--- config.mk ---
export PLATFORM = sky130hd
export DESIGN_NAME = qcc_ctl_decoder
export DESIGN_NICKNAME = d
export VERILOG_FILES = /design/src/rtl/qcc_ctl_pkg.sv /design/src/rtl/qcc_frame_pair.sv /design/src/rtl/qcc_codec_regs.sv /design/src/rtl/qcc_gain_regs.sv /design/src/rtl/qcc_slic_port.sv /design/src/rtl/qcc_ctl_decoder.sv
export SDC_FILE = /design/constraint.sdc
export NUM_CORES = 1
export LEC_CHECK = 0
export ABC_CLOCK_PERIOD_IN_PS = 2280
export BUFFER_PORTS_ARGS = -buffer_cell sky130_fd_sc_hd__buf_4
export CORE_MARGIN = 5
export CORE_UTILIZATION = 45
export CTS_BUF_LIST = sky130_fd_sc_hd__clkbuf_4 sky130_fd_sc_hd__clkbuf_8
export CTS_CLUSTER_SIZE = 25
export DETAILED_ROUTE_END_ITERATION = 8
export PLACE_DENSITY = 0.7
export SLEW_MARGIN = 30
export SYNTH_ARGS = -nofsm -noshare
export SYNTH_HDL_FRONTEND = slang
export SYNTH_SLANG_ARGS = --single-unit
--- constraint.sdc ---
create_clock -name clk -period 2.28 [get_ports clk]
set_input_delay 0.456 -clock clk [delete_from_list [all_inputs] [get_ports clk]]
set_output_delay 0.456 -clock clk [all_outputs]
set_load 0.005 [all_outputs]
--- src/rtl/qcc_ctl_pkg.sv ---
package qcc_ctl_pkg;
  localparam int MAXCH  = 4;
  localparam int SLOT_W = 8;
  localparam int PIN_W  = 5;
  localparam int DIR_W  = 2;

  typedef enum logic [1:0] {CLS_CODEC, CLS_GAIN, CLS_SLIC} cmd_cls_e;

  // Class decode of a command byte (bit 6, then bit 4)
  function automatic cmd_cls_e classify(input logic [7:0] b);
    if (!b[6])     return CLS_CODEC;
    else if (b[4]) return CLS_SLIC;
    else           return CLS_GAIN;
  endfunction
endpackage

--- src/rtl/qcc_frame_pair.sv ---
module qcc_frame_pair (
  input  logic       clk,
  input  logic       rst,
  input  logic       rx_valid,
  input  logic [7:0] rx_byte,
  output logic       cmd_stb,
  output logic       exec_stb,
  output logic [7:0] cmd_q
);
  logic pending;

  assign cmd_stb  = rx_valid && !pending && rx_byte[7];
  assign exec_stb = rx_valid && pending;

  always_ff @(posedge clk) begin
    if (rst) begin
      pending <= 1'b0;
      cmd_q   <= '0;
    end else if (cmd_stb) begin
      pending <= 1'b1;
      cmd_q   <= rx_byte;
    end else if (exec_stb) begin
      pending <= 1'b0;
    end
  end


  pair_close_chk: assert property (@(posedge clk) disable iff (rst)
    (rx_valid && pending) |=> !pending);

  stray_byte_chk: assert property (@(posedge clk) disable iff (rst)
    (rx_valid && !pending && !rx_byte[7]) |=> !pending);
endmodule

--- src/rtl/qcc_codec_regs.sv ---
module qcc_codec_regs
  import qcc_ctl_pkg::*;
#(
  parameter int NCH = 4
) (
  input  logic                  clk,
  input  logic                  rst,
  input  logic                  exec_stb,
  input  logic [7:0]            cmd,
  input  logic [7:0]            data,
  output logic                  alaw_sel,
  output logic                  delay_sel,
  output logic [NCH-1:0]        pwr_tx,
  output logic [NCH-1:0]        pwr_rx,
  output logic [NCH*SLOT_W-1:0] tx_slot,
  output logic [NCH*SLOT_W-1:0] rx_slot
);
  logic is_codec;
  assign is_codec = exec_stb && (classify(cmd) == CLS_CODEC);

  always_ff @(posedge clk) begin
    if (rst) begin
      alaw_sel  <= 1'b0;
      delay_sel <= 1'b0;
    end else if (is_codec) begin
      alaw_sel  <= cmd[5];
      delay_sel <= cmd[4];
    end
  end

  for (genvar c = 0; c < NCH; c++) begin : g_ch
    logic              hit;
    logic [SLOT_W-1:0] ts_tx, ts_rx;
    assign hit = is_codec && (cmd[3:2] == 2'(c));

    always_ff @(posedge clk) begin
      if (rst) begin
        pwr_tx[c] <= 1'b0;
        pwr_rx[c] <= 1'b0;
        ts_tx     <= '0;
        ts_rx     <= '0;
      end else if (hit) begin
        if (cmd[1:0] == 2'b00) begin
          pwr_tx[c] <= 1'b0;
          pwr_rx[c] <= 1'b0;
        end else begin
          if (cmd[0]) begin
            pwr_rx[c] <= 1'b1;
            ts_rx     <= data;
          end
          if (cmd[1]) begin
            pwr_tx[c] <= 1'b1;
            ts_tx     <= data;
          end
        end
      end
    end
    assign tx_slot[c*SLOT_W +: SLOT_W] = ts_tx;
    assign rx_slot[c*SLOT_W +: SLOT_W] = ts_rx;


    pwr_down_chk: assert property (@(posedge clk) disable iff (rst)
      (hit && cmd[1:0] == 2'b00) |=> (!pwr_tx[c] && !pwr_rx[c] && $stable(ts_tx) && $stable(ts_rx)));
  end
endmodule

--- src/rtl/qcc_gain_regs.sv ---
module qcc_gain_regs
  import qcc_ctl_pkg::*;
#(
  parameter int NCH = 4,
  parameter int GW  = 14
) (
  input  logic              clk,
  input  logic              rst,
  input  logic              exec_stb,
  input  logic [7:0]        cmd,
  input  logic [7:0]        data,
  output logic [NCH*GW-1:0] gain_tx,
  output logic [NCH*GW-1:0] gain_rx
);
  localparam int HW = GW / 2;

  logic                  is_gain;
  logic [2*NCH*HW-1:0]   hi_all;
  assign is_gain = exec_stb && (classify(cmd) == CLS_GAIN);

  for (genvar c = 0; c < NCH; c++) begin : g_ch
    logic [GW-1:0] coef_tx, coef_rx;
    logic          hit;
    assign hit = is_gain && (cmd[3:2] == 2'(c));

    always_ff @(posedge clk) begin
      if (rst) begin
        coef_tx <= '0;
        coef_rx <= '0;
      end else if (hit) begin
        if (cmd[1]) begin
          if (cmd[0]) coef_tx[GW-1:HW] <= data[HW-1:0];
          else        coef_tx[HW-1:0]  <= data[HW-1:0];
        end else begin
          if (cmd[0]) coef_rx[GW-1:HW] <= data[HW-1:0];
          else        coef_rx[HW-1:0]  <= data[HW-1:0];
        end
      end
    end
    assign gain_tx[c*GW +: GW] = coef_tx;
    assign gain_rx[c*GW +: GW] = coef_rx;
    assign hi_all[2*c*HW +: 2*HW] = {coef_tx[GW-1:HW], coef_rx[GW-1:HW]};
  end


  low_half_only_chk: assert property (@(posedge clk) disable iff (rst)
    (is_gain && !cmd[0]) |=> $stable(hi_all));
endmodule

--- src/rtl/qcc_slic_port.sv ---
module qcc_slic_port
  import qcc_ctl_pkg::*;
#(
  parameter int NCH = 4
) (
  input  logic                 clk,
  input  logic                 rst,
  input  logic                 rx_valid,
  input  logic [7:0]           rx_byte,
  input  logic                 cmd_stb,
  input  logic                 exec_stb,
  input  logic [7:0]           cmd,
  input  logic [7:0]           data,
  input  logic [NCH-1:0]       io0_pin,
  input  logic [NCH-1:0]       io1_pin,
  output logic [NCH*DIR_W-1:0] pin_dir,
  output logic [NCH*PIN_W-1:0] pin_out,
  output logic [7:0]           tx_byte
);
  logic             is_slic;
  logic [MAXCH-1:0] e0, e1;
  logic [PIN_W-1:0] drv [MAXCH];
  logic [1:0]       sel;
  logic [7:0]       status;

  assign is_slic = exec_stb && (classify(cmd) == CLS_SLIC);

  for (genvar c = 0; c < MAXCH; c++) begin : g_ch
    if (c < NCH) begin : g_live
      logic [DIR_W-1:0] dir;
      logic [PIN_W-1:0] out;
      logic             hit;
      assign hit = is_slic && (cmd[3:2] == 2'(c));

      always_ff @(posedge clk) begin
        if (rst) begin
          dir <= '1;
          out <= '0;
        end else if (hit) begin
          dir <= cmd[1:0];
          out <= data[PIN_W-1:0];
        end
      end
      assign pin_dir[c*DIR_W +: DIR_W] = dir;
      assign pin_out[c*PIN_W +: PIN_W] = out;
      assign e0[c]  = dir[0] ? io0_pin[c] : out[0];
      assign e1[c]  = dir[1] ? io1_pin[c] : out[1];
      assign drv[c] = out;
    end else begin : g_pad
      assign e0[c]  = 1'b0;
      assign e1[c]  = 1'b0;
      assign drv[c] = '0;
    end
  end

  assign sel    = rx_byte[3:2];
  assign status = {e0[sel], e1[sel], drv[sel][2], drv[sel][3], drv[sel][4],
                   e0[1], e0[2], e0[3]};

  always_ff @(posedge clk) begin
    if (rst)                                             tx_byte <= '0;
    else if (cmd_stb && classify(rx_byte) == CLS_SLIC)  tx_byte <= status;
    else if (rx_valid)                                   tx_byte <= '0;
  end


  status_clear_chk: assert property (@(posedge clk) disable iff (rst)
    exec_stb |=> (tx_byte == 8'h00));

  status_hold_chk: assert property (@(posedge clk) disable iff (rst)
    !rx_valid |=> $stable(tx_byte));
endmodule

--- src/rtl/qcc_ctl_decoder.sv ---
module qcc_ctl_decoder
  import qcc_ctl_pkg::*;
#(
  parameter int NCH = 4,
  parameter int GW  = 14
) (
  input  logic                  clk,
  input  logic                  rst,
  input  logic                  rx_valid,
  input  logic [7:0]            rx_byte,
  input  logic [NCH-1:0]        io0_pin,
  input  logic [NCH-1:0]        io1_pin,
  output logic                  alaw_sel,
  output logic                  delay_sel,
  output logic [NCH-1:0]        pwr_tx,
  output logic [NCH-1:0]        pwr_rx,
  output logic [NCH*SLOT_W-1:0] tx_slot,
  output logic [NCH*SLOT_W-1:0] rx_slot,
  output logic [NCH*GW-1:0]     gain_tx,
  output logic [NCH*GW-1:0]     gain_rx,
  output logic [NCH*DIR_W-1:0]  pin_dir,
  output logic [NCH*PIN_W-1:0]  pin_out,
  output logic [7:0]            tx_byte
);
  logic       cmd_stb, exec_stb;
  logic [7:0] cmd_q;

  qcc_frame_pair u_pair (
    .clk(clk), .rst(rst), .rx_valid(rx_valid), .rx_byte(rx_byte),
    .cmd_stb(cmd_stb), .exec_stb(exec_stb), .cmd_q(cmd_q)
  );

  qcc_codec_regs #(.NCH(NCH)) u_codec (
    .clk(clk), .rst(rst), .exec_stb(exec_stb), .cmd(cmd_q), .data(rx_byte),
    .alaw_sel(alaw_sel), .delay_sel(delay_sel), .pwr_tx(pwr_tx), .pwr_rx(pwr_rx),
    .tx_slot(tx_slot), .rx_slot(rx_slot)
  );

  qcc_gain_regs #(.NCH(NCH), .GW(GW)) u_gain (
    .clk(clk), .rst(rst), .exec_stb(exec_stb), .cmd(cmd_q), .data(rx_byte),
    .gain_tx(gain_tx), .gain_rx(gain_rx)
  );

  qcc_slic_port #(.NCH(NCH)) u_slic (
    .clk(clk), .rst(rst), .rx_valid(rx_valid), .rx_byte(rx_byte),
    .cmd_stb(cmd_stb), .exec_stb(exec_stb), .cmd(cmd_q), .data(rx_byte),
    .io0_pin(io0_pin), .io1_pin(io1_pin),
    .pin_dir(pin_dir), .pin_out(pin_out), .tx_byte(tx_byte)
  );


  cmd_no_write_chk: assert property (@(posedge clk) disable iff (rst)
    cmd_stb |=> ($stable(tx_slot) && $stable(rx_slot) && $stable(gain_tx) &&
                 $stable(gain_rx) && $stable(pin_out) && $stable(pin_dir)));
endmodule

After elaboration in Yosys (flattened, before gate mapping)
Cells that the tools add are included.
{"block": "classes", "order_cmp": 2, "eq_ne": 6, "muxes": 28, "n_bitwise": 4, "n_reduce_logical": 59}
{"operator": "3-bit AND reduction", "n": 24}
{"operator": "1-bit logical AND", "n": 19}
{"operator": "1-bit two-way mux", "n": 16}
{"operator": "8-bit two-way mux", "n": 2}
{"operator": "2-bit AND reduction", "n": 8}
{"operator": "5-bit binary-select mux with 2-bit select", "n": 1}
{"operator": "2-bit two-way mux", "n": 5}
{"operator": "5-bit two-way mux", "n": 2}
{"operator": "2-bit == test, second input constant", "n": 4}
{"operator": "2-bit nonzero test", "n": 4}
{"operator": "2-bit logical NOT", "n": 3}
{"operator": "1-bit binary-select mux with 2-bit select", "n": 2}
{"operator": "2-bit by 1-bit == test with 1-bit output, second input constant", "n": 2}
{"operator": "3-bit greater-or-equal comparator, second input constant", "n": 1}
{"operator": "2-bit by 3-bit less-than comparator with 1-bit output, second input constant", "n": 1}
{"operator": "1-bit inverter", "n": 3}
{"operator": "2-bit inverter with 3-bit output", "n": 1}
{"operator": "1-bit logical NOT", "n": 1}
{"block": "word_totals", "regBits": 230, "wordCells": 144}

Logic depth before layout (Yosys ltp)
Gate-level depths: netlist of the first run.
{"block": "logic_depth", "depth_word": 6, "depth_mapped": 7, "mapped_depth_nobuf": 4}

Modules after synthesis
Synthesis of the first run repeated with hierarchy kept, for this count alone.
{"block": "hier_totals", "cells_unflattened": 892, "area_unflattened_um2": 9566.7}
{"module": "qcc_gain_regs", "n_inst": 1, "cells_per_inst": 403, "area_each_um2": 4556.9, "seq_area_each_um2": 2242.2}
{"module": "qcc_codec_regs", "n_inst": 1, "cells_per_inst": 270, "area_each_um2": 2955.3, "seq_area_each_um2": 1481.4}
{"module": "qcc_slic_port", "n_inst": 1, "cells_per_inst": 181, "area_each_um2": 1642.8, "seq_area_each_um2": 720.7}
{"module": "qcc_frame_pair", "n_inst": 1, "cells_per_inst": 38, "area_each_um2": 411.6, "seq_area_each_um2": 180.2}

Worst setup path before layout of the first run
Ideal clock, no wire load.
{"block": "synth_timing", "path_type": "register to register", "from": "reg u_pair.cmd_q[3]", "to": "reg u_codec.g_ch[0].ts_rx[0]", "setup_time_ns": 0.128, "t_arrival_ns": 1.510, "t_required_ns": 2.152, "slack_ns": 0.642, "path_stages_with_launch": 8, "path_buffers": 3, "period_less_slack_ns": 1.638, "path_cell_list": "dfxtp_1 buf_2 or3b_1 buf_2 nor3_1 buf_4 mux2i_1 nor2_1"}
{"block": "synth_via", "elab_chain_cells": 3}
{"element": "start, declared", "line_no": "qcc_frame_pair.sv:8", "source": "output logic [7:0] cmd_q"}
{"element": "start signal, assigned", "line_no": "qcc_frame_pair.sv:21", "source": "cmd_q <= rx_byte;"}
{"element": "2-bit logical NOT", "line_no": "qcc_codec_regs.sv:34", "source": "assign hit = is_codec && (cmd[3:2] == 2'(c));"}
{"element": "1-bit logical AND", "line_no": "qcc_codec_regs.sv:34"}
{"element": "3-bit AND reduction (no source line)"}
{"element": "end signal, assigned", "line_no": "qcc_codec_regs.sv:49", "source": "ts_rx <= data;"}
{"element": "end, declared", "line_no": "qcc_codec_regs.sv:33", "source": "logic [SLOT_W-1:0] ts_tx, ts_rx;"}
No other way between the ends.
A chain may end at the register's enable or synchronous reset.

Final worst setup path of the first run
{"block": "layout_timing", "from": "reg u_pair.cmd_q[1]", "to": "reg u_gain.g_ch[1].coef_tx[7]"}
{"block": "layout_via", "elab_chain_cells": 1}
{"element": "3-bit AND reduction (no source line)"}
{"element": "end signal, assigned by index", "line_no": "qcc_gain_regs.sv:32", "source": "if (cmd[0]) coef_tx[GW-1:HW] <= data[HW-1:0];"}
{"element": "end signal, assigned by index", "line_no": "qcc_gain_regs.sv:33", "source": "else coef_tx[HW-1:0] <= data[HW-1:0];"}
{"element": "end, declared", "line_no": "qcc_gain_regs.sv:22", "source": "logic [GW-1:0] coef_tx, coef_rx;"}
No other way between the ends.

==> out/metrics.cfg, run 1 <==
[detailed_routing]
wl_um = 25100
ant_nets = 0
drt_iter0_markers = 305
drc_errors = 0
viasPerCell = 4.99
dr.pass1.iters = 5
num_vias = 6937
wl_per_cell_um = 18.0

[setup_path]
worstPathArrival_ps = 2390
crit_fanout = 15
end_kind = flip-flop
crit_type = flip-flop to flip-flop
start_kind = flip-flop
worstPathRequired_ps = 2670

[global_route]
grt_pass1_wl_um = 39500
antenna_found_initial = 0
overflow = 0
grt_pass1_vias = 6968
grt_max_degree = 56
track_usage = 0.222

[power_and_ir_drop]
p_leak_nw = 5.11
power_density_nw_per_um2 = 690
ir_drop_mv = 0.481

[synthesis]
synthArstFlopShare = 0
synth_area_per_cell_um2 = 10.1
syn_inst = 867
synth_sequential_area_ratio = 0.524
ys.flop_type = dfxtp_1
synthTopCellsByArea = dfxtp_1, mux2i_1, nor2_1, clkbuf_1, a21oi_1
synth_fp_nets = 886
synth_top_area_frac = 0.524
ys_types = 30
yosys_warnings = 0
synth-edff-count = 0
netlist_area_um2 = 8780
synth_top_area_cell = dfxtp_1
ys_ff_latch = 230

[sta]
skew_ps = 11.5
finalCritPeriodShare = 0.878
tightest_slew_ps = 616
hold_viol = 0
finalSetupViolations = 0
rsz0062_at_grt = false
setup_tns_ps = 0
clock.fmax_mhz = 500
final.min_clock_period_ps = 2000
maxSlewHeadroom = 0.589
hold_ws_ps = 291
drv_slew = 0

[min_path]
worstHoldPathType = primary input to flip-flop

[cts]
root_buffer = clkbuf_8
cts_resized = 0
hold_buffers = 0
post-cts-setup-buffers = 0
clock_path_buffers = 3
clock_sinks = 230
htreeDepth = 2
insertion_delay_ps = 510
cts_tree = done
cts_buffers = 39
clk_pin_slew_ps = 60

[run]
drv_cap = 0

[placed_design]
dp_hpwl_um = 16800
portBuffers = 240
gp_congestion = 0.776

[floorplan]
coreArea_um2 = 19300
die-area_um2 = 22400
dieHeight_um = 150
rows = 51
die_w_um = 150
io_pins = 241
start_util = 0.454

[final_layout]
layout-drive-gt1-share = 0.323
fillers = 1622
n_antenna_cell = 0
syn_to_final_growth_pct = 32.8
nets = 1119

[status]
status = finished clean

-- per-stage QoR --
step | power [mW] | cells | setup slack, ps | cell area, um^2 | utilization
after detailed placement | 4.45 | 1324 | 252 | 10900 | 0.562
after floorplan | 4.32 | 867 | 642 | 8780 | -
final | 8.05 | 1390 | 278 | 11700 | 0.603
after global placement | 4.45 | 1324 | 275 | 10900 | 0.562
after CTS | 8.15 | 1390 | 241 | 11700 | 0.603
after global routing | 8.35 | 1390 | 70.0 | 11700 | 0.603
-- logic make-up (layout without fill, tap and decap cells) --
logic type	Yosys count	after routing	synth area share
AND/OR/NAND/NOR	298	298	0.165
flip-flops	230	230	0.524
multiplexers	203	203	0.239
buffers and inverters	80	338	0.0388
AO/OA/AOI/OAI	56	56	0.0331
-- state kept, by name, summed over array words and instances, names as in the netlist --
name,cells
u_codec.alaw_sel,1
u_codec.delay_sel,1
u_codec.g_ch.ts_rx,32
u_codec.g_ch.ts_tx,32
u_codec.pwr_rx,4
u_codec.pwr_tx,4
u_gain.g_ch.coef_rx,56
u_gain.g_ch.coef_tx,56
u_pair.cmd_q,7
u_pair.pending,1
u_slic.g_ch.g_live.dir,8
u_slic.g_ch.g_live.out,20
u_slic.tx_byte,8
-- cells in the mapped netlist (2+ instances only) --
library cell  instances
mux2i_1             194
nand3_1               2
nor2b_1               7
nand3b_1              9
buf_4                 4
dfxtp_1             230
nor4_4                2
or3_1                 7
nand2b_1              7
nor3_1                4
nor2_1              211
inv_1                 2
o21ai_0              21
mux4_2                5
mux2_2                4
or4_1                 6
buf_1                 9
nor2_4                4
nor3_4                9
a21oi_1              32
clkbuf_1             50
a211o_1               2
nand2_1              26
buf_2                14
-- metal layers --
metal	wire, um	global-route usage	share of wire
met1	11100	0.294	0.44
met2	11500	0.352	0.46
met3	2040	0.0678	0.081
met4	473	0.0595	0.019
met5	0	0	0
-- placed cells by master (no fill, tap or decap), drive strengths merged, types with 2 or more instances in the layout --
cell	count
clkbuf	62
a21oi	32
clkinv	3
or3	7
inv	2
mux2	4
buf	270
mux2i	194
nand3b	9
o21ai	21
mux4	5
nand2	26
nor2b	7
or4	6
nand3	2
nor4	2
a211o	2
nor2	215
nor3	13
dfxtp	230
nand2b	7
-- path summary, 6_finish.rpt --
check,cells after the start,startpoint,slack [ps],to
max,4,u_pair.cmd_q[1]$_SDFFE_PP0P_,280,u_gain.g_ch[1].coef_tx[7]$_SDFFE_PP0P_
min,3,rx_byte[7],290,u_codec.g_ch[2].ts_tx[7]$_SDFFE_PP0P_
max reg2reg,4,u_pair.cmd_q[1]$_SDFFE_PP0P_,280,u_gain.g_ch[1].coef_tx[7]$_SDFFE_PP0P_
min reg2reg,2,u_slic.tx_byte[6]$_SDFFE_PP0P_,470,u_slic.tx_byte[6]$_SDFFE_PP0P_
-- power breakdown --
part           internal, mW  total (mW)  switching (mW)  leakage (nW)
clock                  2.12        3.69            1.57         0.421
sequential             4.03        4.05          0.0214          1.85
combinational        0.0968       0.309           0.212          2.84
total                  6.24        8.05            1.81          5.11
-- worst max-delay path, cell delays in order (launching register included) --
cell,delay [ps]
dfxtp_1,710
nand2_1,380
nor3_4,490
mux2i_1,250
nor2_1,50
-- final cells by class --
type	count	area, um^2	share of cell area
clock buffer	62	766	0.0657
clock inverter	4	22.5	0.00193
inverter	2	7.51	0.000644
multi-input combinational	557	3850	0.330
sequential	230	4600	0.395
tap	265	332	0.0284
timing repair buffer	270	2080	0.178
Power figures use the tool's default switching activity.
==> inputs of run 2 (changes only) <==
- CORE_MARGIN: 5 -> unset
- MAX_ROUTING_LAYER: unset -> met4
- PLACE_DENSITY: 0.7 -> 0.69
- SYNTH_HIERARCHICAL: unset -> 1
==> run 2 against run 1 <==
Effect of this change: clock skew rose by 7.1 ps; largest cell class unchanged; die area fell by 2.8%; utilization barely moved; critical endpoint is now u_slic/g_ch[0].g_live.dir[1]$_SDFFE_PP1P_; design area rose by 6.1%; combinational power rose by 22%.
==> out/metrics.cfg, run 2 <==
[power_and_ir_drop]
p_leak_nw = 6.25
power_density_nw_per_um2 = 666
ir_drop_mv = 0.352

[final_layout]
reg_top3 = u_gain/g_ch.coef_rx: 56 flops, u_gain/g_ch.coef_tx: 56 flops
nets = 1144
final_cell_mix = buf_4, dfxtp_1, nand2b_1, mux2i_1, clkbuf_8
syn_to_final_growth_pct = 29.6
final_common_cell = buf_4
n_antenna_cell = 0
layout-drive-gt1-share = 0.329

[cts]
clock_sinks = 230
cts_buffers = 40
clk_pin_slew_ps = 60
hold_buffers = 0
htreeDepth = 2
cts_tree = done
root_buffer = clkbuf_8
insertion_delay_ps = 510
clock_path_buffers = 3
cts_resized = 0
post-cts-setup-buffers = 0

[detailed_routing]
viasPerCell = 5.05
drc_errors = 0
wl_per_cell_um = 18.2
drt_iter0_markers = 398
top_layer_used = met4
wl_um = 25800
num_vias = 7164
ant_nets = 0
route.met2.wl_um = 12200
wl_met3_um = 1670
wl_met1_um = 11600
dr.pass1.iters = 5

[sta]
hold_viol = 0
drv_slew = 0
rsz0062_at_grt = false
setup_tns_ps = 0
finalSetupViolations = 0
clock.fmax_mhz = 564
final.min_clock_period_ps = 1770
finalCritPeriodShare = 0.778
tightest_slew_ps = 686
skew_ps = 18.7
hold_ws_ps = 244
maxSlewHeadroom = 0.542

[floorplan]
rows = 52
coreArea_um2 = 20500
start_util = 0.465
die-area_um2 = 21800
dieHeight_um = 148
die_w_um = 148
io_pins = 241

[synthesis]
netlist_area_um2 = 9540
yosys_warnings = 6
synth_area_per_cell_um2 = 10.7
syn_inst = 889
synth_fp_nets = 908

[global_route]
overflow = 0
track_usage = 0.237
antenna_found_initial = 0
grt_max_degree = 60
grt_pass1_wl_um = 39500
grt_pass1_vias = 6967

[setup_path]
ff2ff_path_depth = 4
crit_type = flip-flop to flip-flop
end_kind = flip-flop
worstPathRequired_ps = 2670
crit_start = u_pair/cmd_q[2]$_SDFFE_PP0P_
start_kind = flip-flop
worstPathArrival_ps = 2170
reg2reg_to = u_slic/g_ch[0].g_live.dir[1]$_SDFFE_PP1P_
ff2ff_setup_slack_ps = 510
crit-reg2reg-launch = u_pair/cmd_q[2]$_SDFFE_PP0P_
worstSetupEndpoint = u_slic/g_ch[0].g_live.dir[1]$_SDFFE_PP1P_
crit_fanout = 12

[min_path]
worstHoldPathType = primary input to flip-flop

[placed_design]
gp_congestion = 0.807
dp_hpwl_um = 17400
portBuffers = 240

[run]
drv_cap = 0

[status]
status = finished clean

-- run 2: report_power, final --
group          switching [mW]  total (mW)  internal, mW  leakage [nW]
sequential             0.0167        4.05          4.03          1.85
clock                    1.57        3.81          2.23         0.439
combinational           0.226       0.378         0.152          3.96
-- run 2: through the flow --
stage                util  cells  total power, mW  worst slack, ps  area, um^2
CTS                 0.603   1419             8.32              509       12400
floorplan               -    889             4.37              622        9540
global route        0.603   1419             8.52              384       12400
finish              0.603   1419             8.23              505       12400
detailed placement  0.563   1353             4.51              343       11500
global placement    0.563   1353             4.51              349       11500
-- run 2: layer usage --
layer,vias to the layer above,global-route usage
met3,21,0.0469
li1,3495,-
met4,0,0.0619
met5,-,-
met1,3430,0.305
met2,218,0.381
-- run 2: how the worst min path moves through the flow --
stage                                      startpoint                                      to  cells past startpoint
6_report                                   rx_byte[5]            u_pair/cmd_q[5]$_SDFFE_PP0P_                      3
5_1_grt                                    rx_byte[5]            u_pair/cmd_q[5]$_SDFFE_PP0P_                      3
4_1_cts                                    rx_byte[5]            u_pair/cmd_q[5]$_SDFFE_PP0P_                      3
3_5_place_dp   u_gain/g_ch[1].coef_rx[9]$_SDFFE_PP0P_  u_gain/g_ch[1].coef_rx[9]$_SDFFE_PP0P_                      2
3_3_place_gp           u_slic/tx_byte[7]$_SDFFE_PP0P_          u_slic/tx_byte[7]$_SDFFE_PP0P_                      2
2_1_floorplan            u_pair/cmd_q[5]$_SDFFE_PP0P_            u_pair/cmd_q[5]$_SDFFE_PP0P_                      2
-- run 2: critical path, cell delays in order (launching register included) --
cell,delay (ps)
dfxtp_1,610
buf_4,290
nand4b_1,350
nor2_1,100
a211o_1,300
-- run 2: area by class of cell --
type	instances	area, um^2
Fill cell	1751	8130
Sequential cell	230	4600
Multi-Input combinational cell	586	4590
Timing Repair Buffer	265	2000
Clock buffer	64	812
Tap cell	270	338
Inverter	2	12.5
Clock inverter	2	10.0
